File: config.mk
export PLATFORM = sky130hd
export DESIGN_NAME = cfg_load_seq
export DESIGN_NICKNAME = d
export VERILOG_FILES = /design/src/rtl/cfg_load_seq_pkg.sv /design/src/rtl/cfg_in_sync.sv /design/src/rtl/cfg_bit_loader.sv /design/src/rtl/cfg_init_timer.sv /design/src/rtl/cfg_load_seq.sv
export SDC_FILE = /design/constraint.sdc
export NUM_CORES = 1
export LEC_CHECK = 0
export ABC_CLOCK_PERIOD_IN_PS = 4710
export BUFFER_PORTS_ARGS = -buffer_cell sky130_fd_sc_hd__buf_2
export CAP_MARGIN = 40
export CORE_ASPECT_RATIO = 1.4
export CORE_UTILIZATION = 60
export DETAILED_ROUTE_END_ITERATION = 6
export GPL_TIMING_DRIVEN = 1
export HOLD_SLACK_MARGIN = 0.15
export PLACE_DENSITY = 0.92
export SLEW_MARGIN = 0
export SYNTH_ARGS = -nofsm -noshare
export SYNTH_HDL_FRONTEND = slang
export SYNTH_SLANG_ARGS = --single-unit
File: constraint.sdc
create_clock -name clk -period 4.71 [get_ports clk]
set_input_delay 0.2355 -clock clk [delete_from_list [all_inputs] [get_ports clk]]
set_output_delay 0.2355 -clock clk [all_outputs]
set_load 0.01 [all_outputs]
File: src/rtl/cfg_load_seq_pkg.sv
package cfg_load_seq_pkg;

    localparam int DEF_IMAGE_BITS  = 64;
    localparam int DEF_WORD_W      = 8;
    localparam int DEF_INIT_CYCLES = 299;
    localparam int DEF_SYNC_STAGES = 2;

    typedef enum logic [1:0] {
        SEQ_IDLE = 2'd0,
        SEQ_LOAD = 2'd1,
        SEQ_INIT = 2'd2,
        SEQ_USER = 2'd3
    } seq_state_e;

    // synchronized view of the asynchronous inputs
    typedef struct packed {
        logic stat;
        logic cfg_clk;
        logic cfg_data;
        logic osc;
        logic usr;
    } in_lvls_t;

    localparam int IN_LVLS_W = $bits(in_lvls_t);

    function automatic logic rising(input logic prev, input logic cur);
        return cur & ~prev;
    endfunction

endpackage

File: src/rtl/cfg_in_sync.sv
module cfg_in_sync #(
    parameter int W      = 5,
    parameter int STAGES = 2
) (
    input  logic         clk,
    input  logic         rst,
    input  logic [W-1:0] din,
    output logic [W-1:0] dout
);
    logic [W-1:0] chain [STAGES];

    always_ff @(posedge clk) begin
        if (rst) chain[0] <= '0;
        else     chain[0] <= din;
    end

    for (genvar s = 1; s < STAGES; s++) begin : g_stage
        always_ff @(posedge clk) begin
            if (rst) chain[s] <= '0;
            else     chain[s] <= chain[s-1];
        end
    end

    assign dout = chain[STAGES-1];
endmodule

File: src/rtl/cfg_bit_loader.sv
module cfg_bit_loader #(
    parameter int IMAGE_BITS = 64,
    parameter int WORD_W     = 8,
    localparam int CNT_W     = $clog2(IMAGE_BITS + 1),
    localparam int POS_W     = (WORD_W > 1) ? $clog2(WORD_W) : 1
) (
    input  logic              clk,
    input  logic              clr,
    input  logic              en,
    input  logic              tick,
    input  logic              din,
    output logic [CNT_W-1:0]  count,
    output logic              full,
    output logic [WORD_W-1:0] word,
    output logic              word_stb
);
    logic [WORD_W-1:0] shreg;
    logic [POS_W-1:0]  pos;
    logic              take;
    logic              last_of_word;
    logic [WORD_W-1:0] shnext;

    assign full         = (count == CNT_W'(IMAGE_BITS));
    assign take         = en & tick & ~full;
    assign last_of_word = (pos == POS_W'(WORD_W - 1));
    assign shnext       = {din, shreg[WORD_W-1:1]};

    always_ff @(posedge clk) begin
        if (clr) begin
            count    <= '0;
            shreg    <= '0;
            pos      <= '0;
            word     <= '0;
            word_stb <= 1'b0;
        end else begin
            word_stb <= 1'b0;
            if (take) begin
                count <= count + 1'b1;
                shreg <= shnext;
                if (last_of_word) begin
                    pos      <= '0;
                    word     <= shnext;
                    word_stb <= 1'b1;
                end else begin
                    pos <= pos + 1'b1;
                end
            end
        end
    end
endmodule

File: src/rtl/cfg_init_timer.sv
module cfg_init_timer #(
    parameter int INIT_CYCLES = 299,
    parameter int SYNC_STAGES = 2,
    localparam int IC_W       = $clog2(INIT_CYCLES + 1)
) (
    input  logic clk,
    input  logic clr,
    input  logic tick,
    input  logic done_in,
    output logic fin
);
    logic [SYNC_STAGES-1:0] dsync;
    logic [IC_W-1:0]        icnt;

    // synchronizer advances only on edges of the init clock
    always_ff @(posedge clk) begin
        if (clr)       dsync <= '0;
        else if (tick) dsync <= {dsync[SYNC_STAGES-2:0], done_in};
    end

    // counter is cleared in the init domain until the synced flag arrives
    always_ff @(posedge clk) begin
        if (clr) begin
            icnt <= '0;
        end else if (tick) begin
            if (!dsync[SYNC_STAGES-1])                icnt <= '0;
            else if (icnt != IC_W'(INIT_CYCLES))      icnt <= icnt + 1'b1;
        end
    end

    assign fin = dsync[SYNC_STAGES-1] & (icnt == IC_W'(INIT_CYCLES));
endmodule

File: src/rtl/cfg_load_seq.sv
module cfg_load_seq
    import cfg_load_seq_pkg::*;
#(
    parameter int IMAGE_BITS  = DEF_IMAGE_BITS,
    parameter int WORD_W      = DEF_WORD_W,
    parameter int INIT_CYCLES = DEF_INIT_CYCLES,
    parameter int SYNC_STAGES = DEF_SYNC_STAGES,
    localparam int CNT_W      = $clog2(IMAGE_BITS + 1)
) (
    input  logic              clk,
    input  logic              rst,
    input  logic              stat_rel,
    input  logic              cfg_clk,
    input  logic              cfg_data,
    input  logic              osc_clk,
    input  logic              usr_clk,
    input  logic              usr_clk_sel,
    output logic              src_oe,
    output logic              cfg_done,
    output logic              init_done,
    output logic              user_mode,
    output logic [CNT_W-1:0]  bit_count,
    output logic [WORD_W-1:0] word_out,
    output logic              word_valid
);
    in_lvls_t   raw, syn, prev;
    seq_state_e state, state_nx;
    logic       cfg_rise, osc_rise, usr_rise, init_tick;
    logic       stat_s, abort, clr;
    logic       full, fin;

    assign raw = '{stat: stat_rel, cfg_clk: cfg_clk, cfg_data: cfg_data,
                   osc: osc_clk, usr: usr_clk};

    cfg_in_sync #(.W(IN_LVLS_W), .STAGES(SYNC_STAGES)) u_sync (
        .clk  (clk),
        .rst  (rst),
        .din  (raw),
        .dout (syn)
    );

    always_ff @(posedge clk) begin
        if (rst) prev <= '0;
        else     prev <= syn;
    end

    assign stat_s    = syn.stat;
    assign cfg_rise  = rising(prev.cfg_clk, syn.cfg_clk);
    assign osc_rise  = rising(prev.osc, syn.osc);
    assign usr_rise  = rising(prev.usr, syn.usr);
    assign init_tick = usr_clk_sel ? usr_rise : osc_rise;
    assign abort     = ~stat_s;
    assign clr       = rst | abort;

    cfg_bit_loader #(.IMAGE_BITS(IMAGE_BITS), .WORD_W(WORD_W)) u_loader (
        .clk      (clk),
        .clr      (clr),
        .en       (state == SEQ_LOAD),
        .tick     (cfg_rise),
        .din      (syn.cfg_data),
        .count    (bit_count),
        .full     (full),
        .word     (word_out),
        .word_stb (word_valid)
    );

    cfg_init_timer #(.INIT_CYCLES(INIT_CYCLES), .SYNC_STAGES(SYNC_STAGES)) u_timer (
        .clk     (clk),
        .clr     (clr),
        .tick    (init_tick),
        .done_in (cfg_done),
        .fin     (fin)
    );

    always_comb begin
        state_nx = state;
        unique case (state)
            SEQ_IDLE: if (stat_s) state_nx = SEQ_LOAD;
            SEQ_LOAD: if (full)   state_nx = SEQ_INIT;
            SEQ_INIT: if (fin)    state_nx = SEQ_USER;
            SEQ_USER: state_nx = SEQ_USER;
            default:  state_nx = SEQ_IDLE;
        endcase
        if (abort) state_nx = SEQ_IDLE;
    end

    always_ff @(posedge clk) begin
        if (rst) state <= SEQ_IDLE;
        else     state <= state_nx;
    end

    assign src_oe    = (state == SEQ_LOAD);
    assign cfg_done  = (state == SEQ_INIT) || (state == SEQ_USER);
    assign init_done = (state == SEQ_USER);
    assign user_mode = init_done;
endmodule

## Yosys cells after proc, flatten, opt, wreduce, memory -nomap -nowiden

Memory sizes are Yosys's and may differ from the RTL's.
Index checks and enable logic that the tools add are counted.

- Register bits after elaboration: 43
- Bits in writable memories: 10
- Input port bits: 8
- Output and inout bits: 20
- Memories kept: 1

Memories:

| memory | depth | width | read ports | clocked after Yosys merged registers in | write ports | RTL line | RTL |
|---|---|---|---|---|---|---|---|
| u_sync.chain | 2 | 5 | 2 | 0 | 2 | cfg_in_sync.sv:10 | `logic [W-1:0] chain [STAGES];` |

- Add/subtract/negate cells: 3
- Equality and inequality tests: 10
- Muxes and demuxes: 13
- Bitwise operators: 15
- Reductions and logical operators: 7

Operators with widths:

| kind | count |
|---|---|
| $mux W9 | 2 |
| $mux W5 | 2 |
| $add A9 B1 Y9 const B | 1 |
| $eq A9 B9 Y1 const B | 1 |
| $ne A9 B9 Y1 const B | 1 |
| $pmux W2 S4 | 1 |
| $add A7 B1 Y7 const B | 1 |
| $eq A7 B7 Y1 const B | 1 |
| $and A1 B1 Y1 | 6 |
| $ne A2 B2 Y1 const B | 3 |
| $not A1 Y1 | 6 |
| $reduce_and A2 Y1 | 3 |
| $mux W1 | 5 |
| $eq A2 B2 Y1 const B | 2 |
| $mux W2 | 2 |
| $reduce_or A2 Y1 | 2 |
| $add A3 B1 Y3 const B | 1 |
| $eq A3 B3 Y1 const B | 1 |
| $mux W3 | 1 |
| $or A1 B1 Y1 | 3 |
| $eq A2 B1 Y1 const B | 1 |
| $logic_not A2 Y1 | 1 |
| $logic_or A1 B1 Y1 | 1 |

## Depth between registers and ports, before layout

Gate-level depths: netlist of run 1.

- Word-level depth: 6
- Gate-level depth with buffers: 7

## Cells and area by module

A second synthesis of run 1 with hierarchy kept.

- Cell total of the unflattened synthesis: 228
- Area total of the unflattened synthesis: 2287.2 µm²

Modules (own cells, without submodules):

| module | times used | cells each | area an instance (µm²) |
|---|---|---|---|
| cfg_bit_loader | 1 | 112 | 1178.6 |
| cfg_init_timer | 1 | 75 | 635.6 |
| cfg_in_sync | 1 | 20 | 262.8 |
| cfg_load_seq | 1 | 21 | 210.2 |

## Worst setup path before layout of run 1

No wires, ideal clock.

- Path type: reg-to-reg
- From: reg u_loader.count[0]
- To: reg u_loader.shreg[3]
- Arrival: 1424 ps
- Data required time: 4582 ps
- Slack: 3158 ps
- Cell stages (with the launch flop): 8
- Clock period less this slack: 1552 ps
- Path through: dfxtp_1 > inv_1 > ha_1 > nand4bb_1 > o21ai_2 > buf_6 > mux2i_1 > nor2_1

- Longest elaborated chain between the ends: 3

Ends and longest elaborated chain:

| what | RTL line | RTL |
|---|---|---|
| start, declared | cfg_bit_loader.sv:12 | `output logic [CNT_W-1:0] count,` |
| start signal, assigned | cfg_bit_loader.sv:38 | `count <= count + 1'b1;` |
| $eq A7 B7 Y1 | cfg_bit_loader.sv:23 | `assign full = (count == CNT_W'(IMAGE_BITS));` |
| $not A1 Y1 | cfg_bit_loader.sv:24 | `assign take = en & tick & ~full;` |
| $and A1 B1 Y1 | cfg_bit_loader.sv:24 |  |
| end signal, assigned | cfg_bit_loader.sv:39 | `shreg <= shnext;` |
| end, declared | cfg_bit_loader.sv:17 | `logic [WORD_W-1:0] shreg;` |

No other way between the ends.
A chain may end at the register's enable or synchronous reset.

## Final worst setup path of run 1

- From: reg u_loader.count[0]
- To: reg u_loader.shreg[2]

Same word-level chain as after synthesis.

==> results.py, run 1 <==
metrics = {
    "timing": {
        "finalSetupViolCount": 0,
        "slew_viol_final": 0,
        "worst_slew_pin_slew_ps": 751,
        "fin_crit_ps": 1890,
        "fin_skew_ps": 6.48,
        "final_hold_viol_count": 0,
        "max_freq_ghz": 0.530,
        "relSlewSlack": 0.499,
        "grt_setup_unrepaired": "false",
        "finalCritPeriodShare": 0.401,
        "finalSetupTns_ps": 0,
    },
    "synth": {
        "synthesis.area_mm2": 0.00212,
        "synthesis.instances": 225,
        "synthSimpleGateAreaFrac": 0.255,
        "synth_top_family_by_area": "simple AND/OR/NAND/NOR gates",
        "synthTopCellsByArea": "dfxtp_1 49%, mux2i_1 5.2%, nor2b_1 4.4%",
        "synth_nets": 238,
        "synth_fa_ha_area_frac": 0.0295,
        "ys_ff_latch": 52,
        "synth_flop_cell": "dfxtp_1",
        "yosysWarnings": 0,
        "synthArstFlopShare": 0,
        "yosys.area.top_type_share": 0.490,
        "synth.distinct_cells": 46,
        "synth_compound_area_frac": 0.107,
        "synth-xor-area-share": 0.0247,
        "synth-seq-area-share": 0.490,
        "synthMuxAreaShare": 0.0519,
        "synth_top_area_cell": "dfxtp_1",
        "synth.avg_cell_area_um2": 9.44,
        "synth_edf_count": 0,
    },
    "hold_path": {
        "min_path_type": "input pin to flip-flop",
    },
    "clocking": {
        "cts_tree": "built",
        "clk_pin_slew_worst_paths_ps": 90,
        "clock-sinks": 52,
        "cts_buffers": 5,
        "insertion_delay_ps": 300,
        "htree_levels": 2,
        "cts_buffer_depth": 2,
        "cts-root-buf": "clkbuf_8",
    },
    "setup_path": {
        "crit_type": "flip-flop to flip-flop",
        "crit_slowest_cell": "o21ai_2",
        "critPathMaxStageDelay_ps": 660,
        "path_cells": "inv_1, ha_1, nand4bb_1, o21ai_2, mux2i_1, nor2_1",
        "crit_arrival_ps": 2080,
        "cp_max_fo": 14,
        "endpoint_kind": "flip-flop",
        "startpoint_type": "flip-flop",
        "cp_data_required_time_ps": 4900,
    },
    "route": {
        "wl_mm": 3.95,
        "wl_per_cell_um": 13.5,
        "via_per_inst": 5.61,
        "dr.pass1.iters": 4,
        "vias": 1637,
        "drc_errors": 0,
        "drtIter0Drc": 28,
        "antenna_left": 0,
    },
    "grt": {
        "antenna_found_initial": 0,
        "grt_overflow": 0,
        "grt_pass1_wl_mm": 6.29,
        "grt_max_degree": 25,
        "track_usage": 0.221,
        "grt_pass1_vias": 1415,
    },
    "run_status": {
        "outcome": "finished, final reports clean",
    },
    "die": {
        "placementRows": 25,
        "core_area_mm2": 0.00338,
        "start_util": 0.629,
        "io_pins": 28,
        "fp.dieW_um": 52.3,
        "fp.dieH_um": 72.4,
        "die_area_mm2": 0.00378,
    },
    "pwr": {
        "power.leakage_nw": 0.977,
        "vdd_drop_max_v": 0.000325,
        "powerDensity_mw_per_mm2": 335,
    },
    "placed_design": {
        "dp.final_hpwl_mm": 2.59,
        "place_area_mm2": 0.00225,
        "numPortBuffers": 27,
        "gp_congestion": 0.834,
    },
    "finish": {
        "layout.nets": 265,
        "drive_gt1_frac": 0.171,
        "antenna_cells": 0,
        "layout-area-overhead-vs-synth_pct": 14.1,
        "fin_area_mm2": 0.00242,
    },
    "run": {
        "drv_cap": 0,
    },
}
## layout make-up
class	instances	area [µm²]
Timing Repair Buffer	33	198
Inverter	3	11.3
Fill cell	257	955
Clock inverter	2	60.1
Multi-Input combinational cell	157	995
Clock buffer	5	68.8
Tap cell	40	50.0
Sequential cell	52	1040
## worst max-delay path, delay by kind of cell (launching register included)
family	cells	cell delay (ps)
AOI/OAI and AO/OA	1	660
DFF	1	340
and+or+nand+nor	2	270
muxes	1	270
adders and majority gates	1	150
buffers and inverters	1	90
## routing by layer
metal / routed length (µm) / share of wire / vias to the layer above / GRT usage
met1: 1740 / 0.44 / 757 / 0.274
met3: 176 / 0.045 / 7 / 0.0587
met5: 0 / 0 / - / 0
li1: - / - / 831 / -
met2: 1970 / 0.50 / 42 / 0.368
met4: 55 / 0.014 / 0 / 0.0731
## where the power goes
group          internal [mW]  switching, mW
combinational        0.00979         0.0112
clock                  0.209          0.137
sequential             0.444        0.00151
total                  0.663          0.150
## metrics by stage
stage / hold slack, ps / total power, mW / utilization / std cells / setup WS [ps]
after detailed placement: 429 / 0.474 / 0.667 / 281 / 2850
after global placement: 417 / 0.473 / 0.663 / 280 / 2870
after CTS: 151 / 0.818 / 0.714 / 291 / 2830
after global routing: 178 / 0.843 / 0.717 / 292 / 2660
final: 160 / 0.812 / 0.717 / 292 / 2820
after floorplan: 307 / 0.467 / - / 225 / 3160
## cells by family after synthesis
kind of cell | after synthesis
AOI/OAI and AO/OA | 35
xor gates and xnor gates | 6
adders and majority gates | 5
buffers and inverters | 16
DFF | 52
muxes | 11
and+or+nand+nor | 100
## Yosys cell counts, types with 5 or more instances
master,instances
nand2_1,22
nor2b_1,15
and2_1,5
a21oi_1,9
nand3_1,13
mux2i_1,11
dfxtp_1,52
ha_1,5
nand4_1,5
o21ai_0,10
nor2_1,20
xor2_1,5
clkbuf_1,5
## final timing paths
| path | startpoint | end | slack [ps] | cells after the start |
|---|---|---|---|---|
| min reg2reg | u_sync.chain[0][4] | u_sync.chain[1][4] | 440 | 1 |
| max reg2reg | u_loader.count[0] | u_loader.shreg[2] | 2820 | 6 |
| min | cfg_clk | u_sync.chain[0][3] | 160 | 2 |
| max | u_loader.count[0] | u_loader.shreg[2] | 2820 | 6 |
## placed cells by master, fill, tap and decap left out, types with 2 or more instances in the layout
| cell | netlist | final |
|---|---|---|
| nand4_1 | 5 | 5 |
| mux2i_1 | 11 | 11 |
| o21a_1 | 2 | 2 |
| inv_1 | 3 | 3 |
| clkbuf_8 | 0 | 5 |
| nor2b_1 | 15 | 15 |
| nand2_1 | 22 | 22 |
| dlygate4sd3_1 | 0 | 4 |
| and2_1 | 5 | 5 |
| buf_2 | 1 | 27 |
| ha_1 | 5 | 5 |
| o21ai_0 | 10 | 10 |
| nor2_1 | 20 | 20 |
| bufinv_16 | 0 | 2 |
| nand2b_1 | 3 | 3 |
| nand3_1 | 13 | 13 |
| nor4_1 | 3 | 3 |
| o211ai_1 | 2 | 2 |
| xor2_1 | 5 | 5 |
| a211oi_1 | 2 | 2 |
| a21oi_1 | 9 | 9 |
| dfxtp_1 | 52 | 52 |
| a41o_1 | 2 | 2 |
| or3_1 | 2 | 2 |
## timing repair
action                    CTS  global route
hold endpoints to repair    3             1
gates resized for setup     0             0
buffers inserted            0             0
hold buffers                3             1
## registers in the layout, indices dropped and copies added (netlist names)
name and cells:
u_loader.word 8, u_loader.pos 3, u_timer.icnt 9, state 2, u_loader.shreg 7, u_loader.word_stb 1
prev 3, u_loader.count 7, u_sync.chain 10, u_timer.dsync 2
No activity file was read; power rests on OpenSTA's default activity.
==> run 2: changes to the inputs <==
--- a/config.mk
+++ b/config.mk
@@ -5,15 +5,16 @@
 export SDC_FILE = /design/constraint.sdc
 export NUM_CORES = 1
 export LEC_CHECK = 0
-export ABC_CLOCK_PERIOD_IN_PS = 4710
+export ABC_AREA = 1
+export ABC_CLOCK_PERIOD_IN_PS = 1700
 export BUFFER_PORTS_ARGS = -buffer_cell sky130_fd_sc_hd__buf_2
 export CAP_MARGIN = 40
 export CORE_ASPECT_RATIO = 1.4
-export CORE_UTILIZATION = 60
+export CORE_UTILIZATION = 51
 export DETAILED_ROUTE_END_ITERATION = 6
 export GPL_TIMING_DRIVEN = 1
 export HOLD_SLACK_MARGIN = 0.15
-export PLACE_DENSITY = 0.92
+export PLACE_DENSITY = 0.84
 export SLEW_MARGIN = 0
 export SYNTH_ARGS = -nofsm -noshare
 export SYNTH_HDL_FRONTEND = slang
==> constraint.sdc (replaced) <==
create_clock -name clk -period 1.7 [get_ports clk]
set_input_delay 0.085 -clock clk [delete_from_list [all_inputs] [get_ports clk]]
set_output_delay 0.085 -clock clk [all_outputs]
set_load 0.01 [all_outputs]
==> run 2 against run 1 <==
Cell count grew 39%; sequential power rose to 2.8 times the previous value; global-route usage shrank 3.1 points; register-to-register slack worse by 2700 ps.
==> results.py, run 2 <==
metrics = {
    "setup_path": {
        "crit_slowest_cell": "dfxtp_1",
        "worst-path-buf-inv": 1,
        "cp_max_fo": 13,
        "crit_type": "flip-flop to flip-flop",
        "rr_worst_depth": 7,
        "r2r_start": "u_loader.count[0]",
        "critPathMaxStageDelay_ps": 350,
        "cp_data_required_time_ps": 1960,
        "critPathTopFamily": "simple AND/OR/NAND/NOR gates",
        "crit_path_frequent_cell": "nand2_1",
        "startpoint_type": "flip-flop",
        "r2r-end": "u_loader.word[2]",
        "path_cells": "inv_1, ha_1, nand4_2, nand3_2, nor2_2, nand2_1, nand2_1",
        "rrSetupSlack_ps": 160,
        "crit_arrival_ps": 1800,
        "endpoint_kind": "flip-flop",
    },
    "synth": {
        "synth-seq-area-share": 0.460,
        "synth_flop_cell": "dfxtp_1",
        "synth_edf_count": 0,
        "synth.distinct_cells": 31,
        "synth_nets": 322,
        "synthesis.instances": 309,
        "synthTopCellsByArea": "dfxtp_1 46%, nor2_1 11%, nand2_1 11%",
        "synth_top_area_cell": "dfxtp_1",
        "synthArstFlopShare": 0,
        "yosysWarnings": 0,
        "ys_top_cells_by_count": "66 x nor2_1, 65 x nand2_1, 52 x dfxtp_1",
        "synth_most_common_cell": "nor2_1",
        "synthesis.area_mm2": 0.00226,
        "yosys.area.top_type_share": 0.460,
        "ys_ff_latch": 52,
        "synth.avg_cell_area_um2": 7.32,
    },
    "clocking": {
        "cts_buffers": 5,
        "cts-root-buf": "clkbuf_8",
        "insertion_delay_ps": 310,
        "clk_pin_slew_worst_paths_ps": 90,
        "cts_buffer_depth": 2,
        "clock-sinks": 52,
        "cts_tree": "built",
        "htree_levels": 2,
    },
    "hold_path": {
        "min_path_type": "input pin to flip-flop",
        "hold_path_end": "u_timer.dsync[0]",
        "hold_path.startpoint": "usr_clk_sel",
        "hold_depth": 4,
    },
    "finish": {
        "reg.largest.list": "u_sync.chain (10), u_timer.icnt (9), u_loader.word (8)",
        "mostFrequentLayoutCells": "66 x nor2_1, 65 x nand2_1, 52 x dfxtp_1, 38 x inv_1, 27 x buf_2",
        "largest_reg_flops": 10,
        "final_common_cell": "nor2_1",
        "layout.nets": 358,
        "drive_gt1_frac": 0.156,
        "top_register": "u_sync.chain",
        "antenna_cells": 0,
        "num-fill-cells": 383,
        "layout-area-overhead-vs-synth_pct": 15.8,
    },
    "route": {
        "antenna_left": 0,
        "wl_mm": 4.04,
        "vias": 1916,
        "wl_per_cell_um": 9.96,
        "via_per_inst": 4.72,
        "dr.pass1.iters": 4,
        "drc_errors": 0,
        "drtIter0Drc": 66,
    },
    "grt": {
        "antenna_found_initial": 0,
        "track_usage": 0.191,
        "grt_max_degree": 27,
        "grt_overflow": 0,
        "grt_pass1_vias": 1668,
        "grt_pass1_wl_mm": 7.08,
    },
    "timing": {
        "relSlewSlack": 0.757,
        "slew_viol_final": 0,
        "fin_ws_ps": 158,
        "max_freq_ghz": 0.649,
        "finalCritPeriodShare": 0.907,
        "final_hold_viol_count": 0,
        "worst_slew_pin_slew_ps": 363,
        "finalSetupTns_ps": 0,
        "finalSetupViolCount": 0,
        "fin_skew_ps": 3.95,
        "fin_crit_ps": 1540,
        "grt_setup_unrepaired": "false",
    },
    "die": {
        "die_area_mm2": 0.00471,
        "placementRows": 28,
        "fp.dieH_um": 80.8,
        "start_util": 0.533,
        "core_area_mm2": 0.00424,
        "io_pins": 28,
        "fp.dieW_um": 58.3,
    },
    "run": {
        "drv_cap": 0,
    },
    "pwr": {
        "power.leakage_nw": 1.17,
        "vdd_drop_max_v": 0.000617,
        "powerDensity_mw_per_mm2": 772,
    },
    "placed_design": {
        "dp.final_hpwl_mm": 2.76,
        "pre_cts_slack_ps": 90.7,
        "gp_congestion": 0.852,
        "numPortBuffers": 27,
    },
    "run_status": {
        "outcome": "finished, final reports clean",
    },
}
==> run 2: cell types whose count changed after synthesis, moves of 4 or more <==
cell / previous run / this run
nor2b_1: 15 / 0
nand2_1: 22 / 65
and2_1: 5 / 0
a21oi_2: 0 / 4
inv_2: 0 / 4
mux2i_1: 11 / 0
inv_1: 3 / 38
o21bai_1: 0 / 4
nor2_1: 20 / 66
==> run 2: worst max-delay path by stage <==
stage | depth (start not counted) | slack [ps] | start | endpoint
floorplan | 8 | 280 | u_loader.count[0] | u_loader.pos[2]
global placement | 7 | 160 | u_loader.count[0] | u_loader.shreg[4]
detailed placement | 7 | 90 | u_loader.count[0] | u_loader.pos[2]
CTS | 7 | 70 | u_loader.count[0] | u_loader.pos[2]
global route | 7 | 20 | u_loader.count[0] | u_loader.word[2]
finish | 7 | 160 | u_loader.count[0] | u_loader.word[2]
==> run 2: cells by family (layout without fill, tap and decap cells) <==
| group | Yosys count | in the layout | synth area share |
|---|---|---|---|
| buf+inv | 53 | 90 | 0.101 |
| compound gates | 36 | 36 | 0.0924 |
| flops | 52 | 52 | 0.460 |
| simple gates | 160 | 160 | 0.307 |
| fa+ha+maj | 5 | 5 | 0.0277 |
| xor+xnor | 3 | 3 | 0.0116 |
==> run 2: final cells by class <==
class / instances / area [µm²] / area share
clock buffers: 6 / 72.6 / 0.0277
flip-flops and latches: 52 / 1040 / 0.398
clock inverters: 2 / 16.3 / 0.00621
repair buffers: 40 / 260 / 0.0994
well taps: 60 / 75.1 / 0.0287
multi-input cells: 204 / 996 / 0.380
inverters: 42 / 158 / 0.0602
==> run 2: what timing repair did <==
| action | in CTS | in global routing |
|---|---|---|
| hold buffers | 11 | 0 |
| setup endpoints to repair | 0 | 14 |
| setup buffers | 0 | 0 |
| gates resized for setup | 0 | 1 |
| endpoints found under the hold margin | 13 | 0 |
==> run 2: tightest hold or removal path: cells and delay by family <==
family | cells | cell delay [ps]
AND/OR/NAND/NOR | 2 | 330
buffers and inverters | 1 | 90
AO/OA/AOI/OAI | 1 | 120
==> run 2: layer usage <==
metal,GRT usage,vias up,part of all wire
met5,0,-,0
met4,0.0643,0,0.014
met3,0.0334,7,0.024
met2,0.341,27,0.51
met1,0.227,862,0.45
li1,-,1020,-
==> run 2: through the flow <==
step | power, mW | cells | utilization | hold WS (ps) | instance area (µm²)
6_report | 2.02 | 406 | 0.618 | 354 | 2620
5_1_grt | 2.09 | 406 | 0.618 | 419 | 2620
4_1_cts | 2.03 | 406 | 0.617 | 361 | 2610
3_5_place_dp | 1.32 | 387 | 0.570 | 290 | 2410
3_3_place_gp | 1.32 | 387 | 0.570 | 282 | 2410
2_1_floorplan | 1.30 | 309 | - | 156 | 2260
==> run 2: power by group <==
part           internal, mW  total (mW)  switching [mW]
combinational        0.0353      0.0761          0.0408
sequential             1.23        1.24         0.00443
clock                 0.294       0.709           0.416
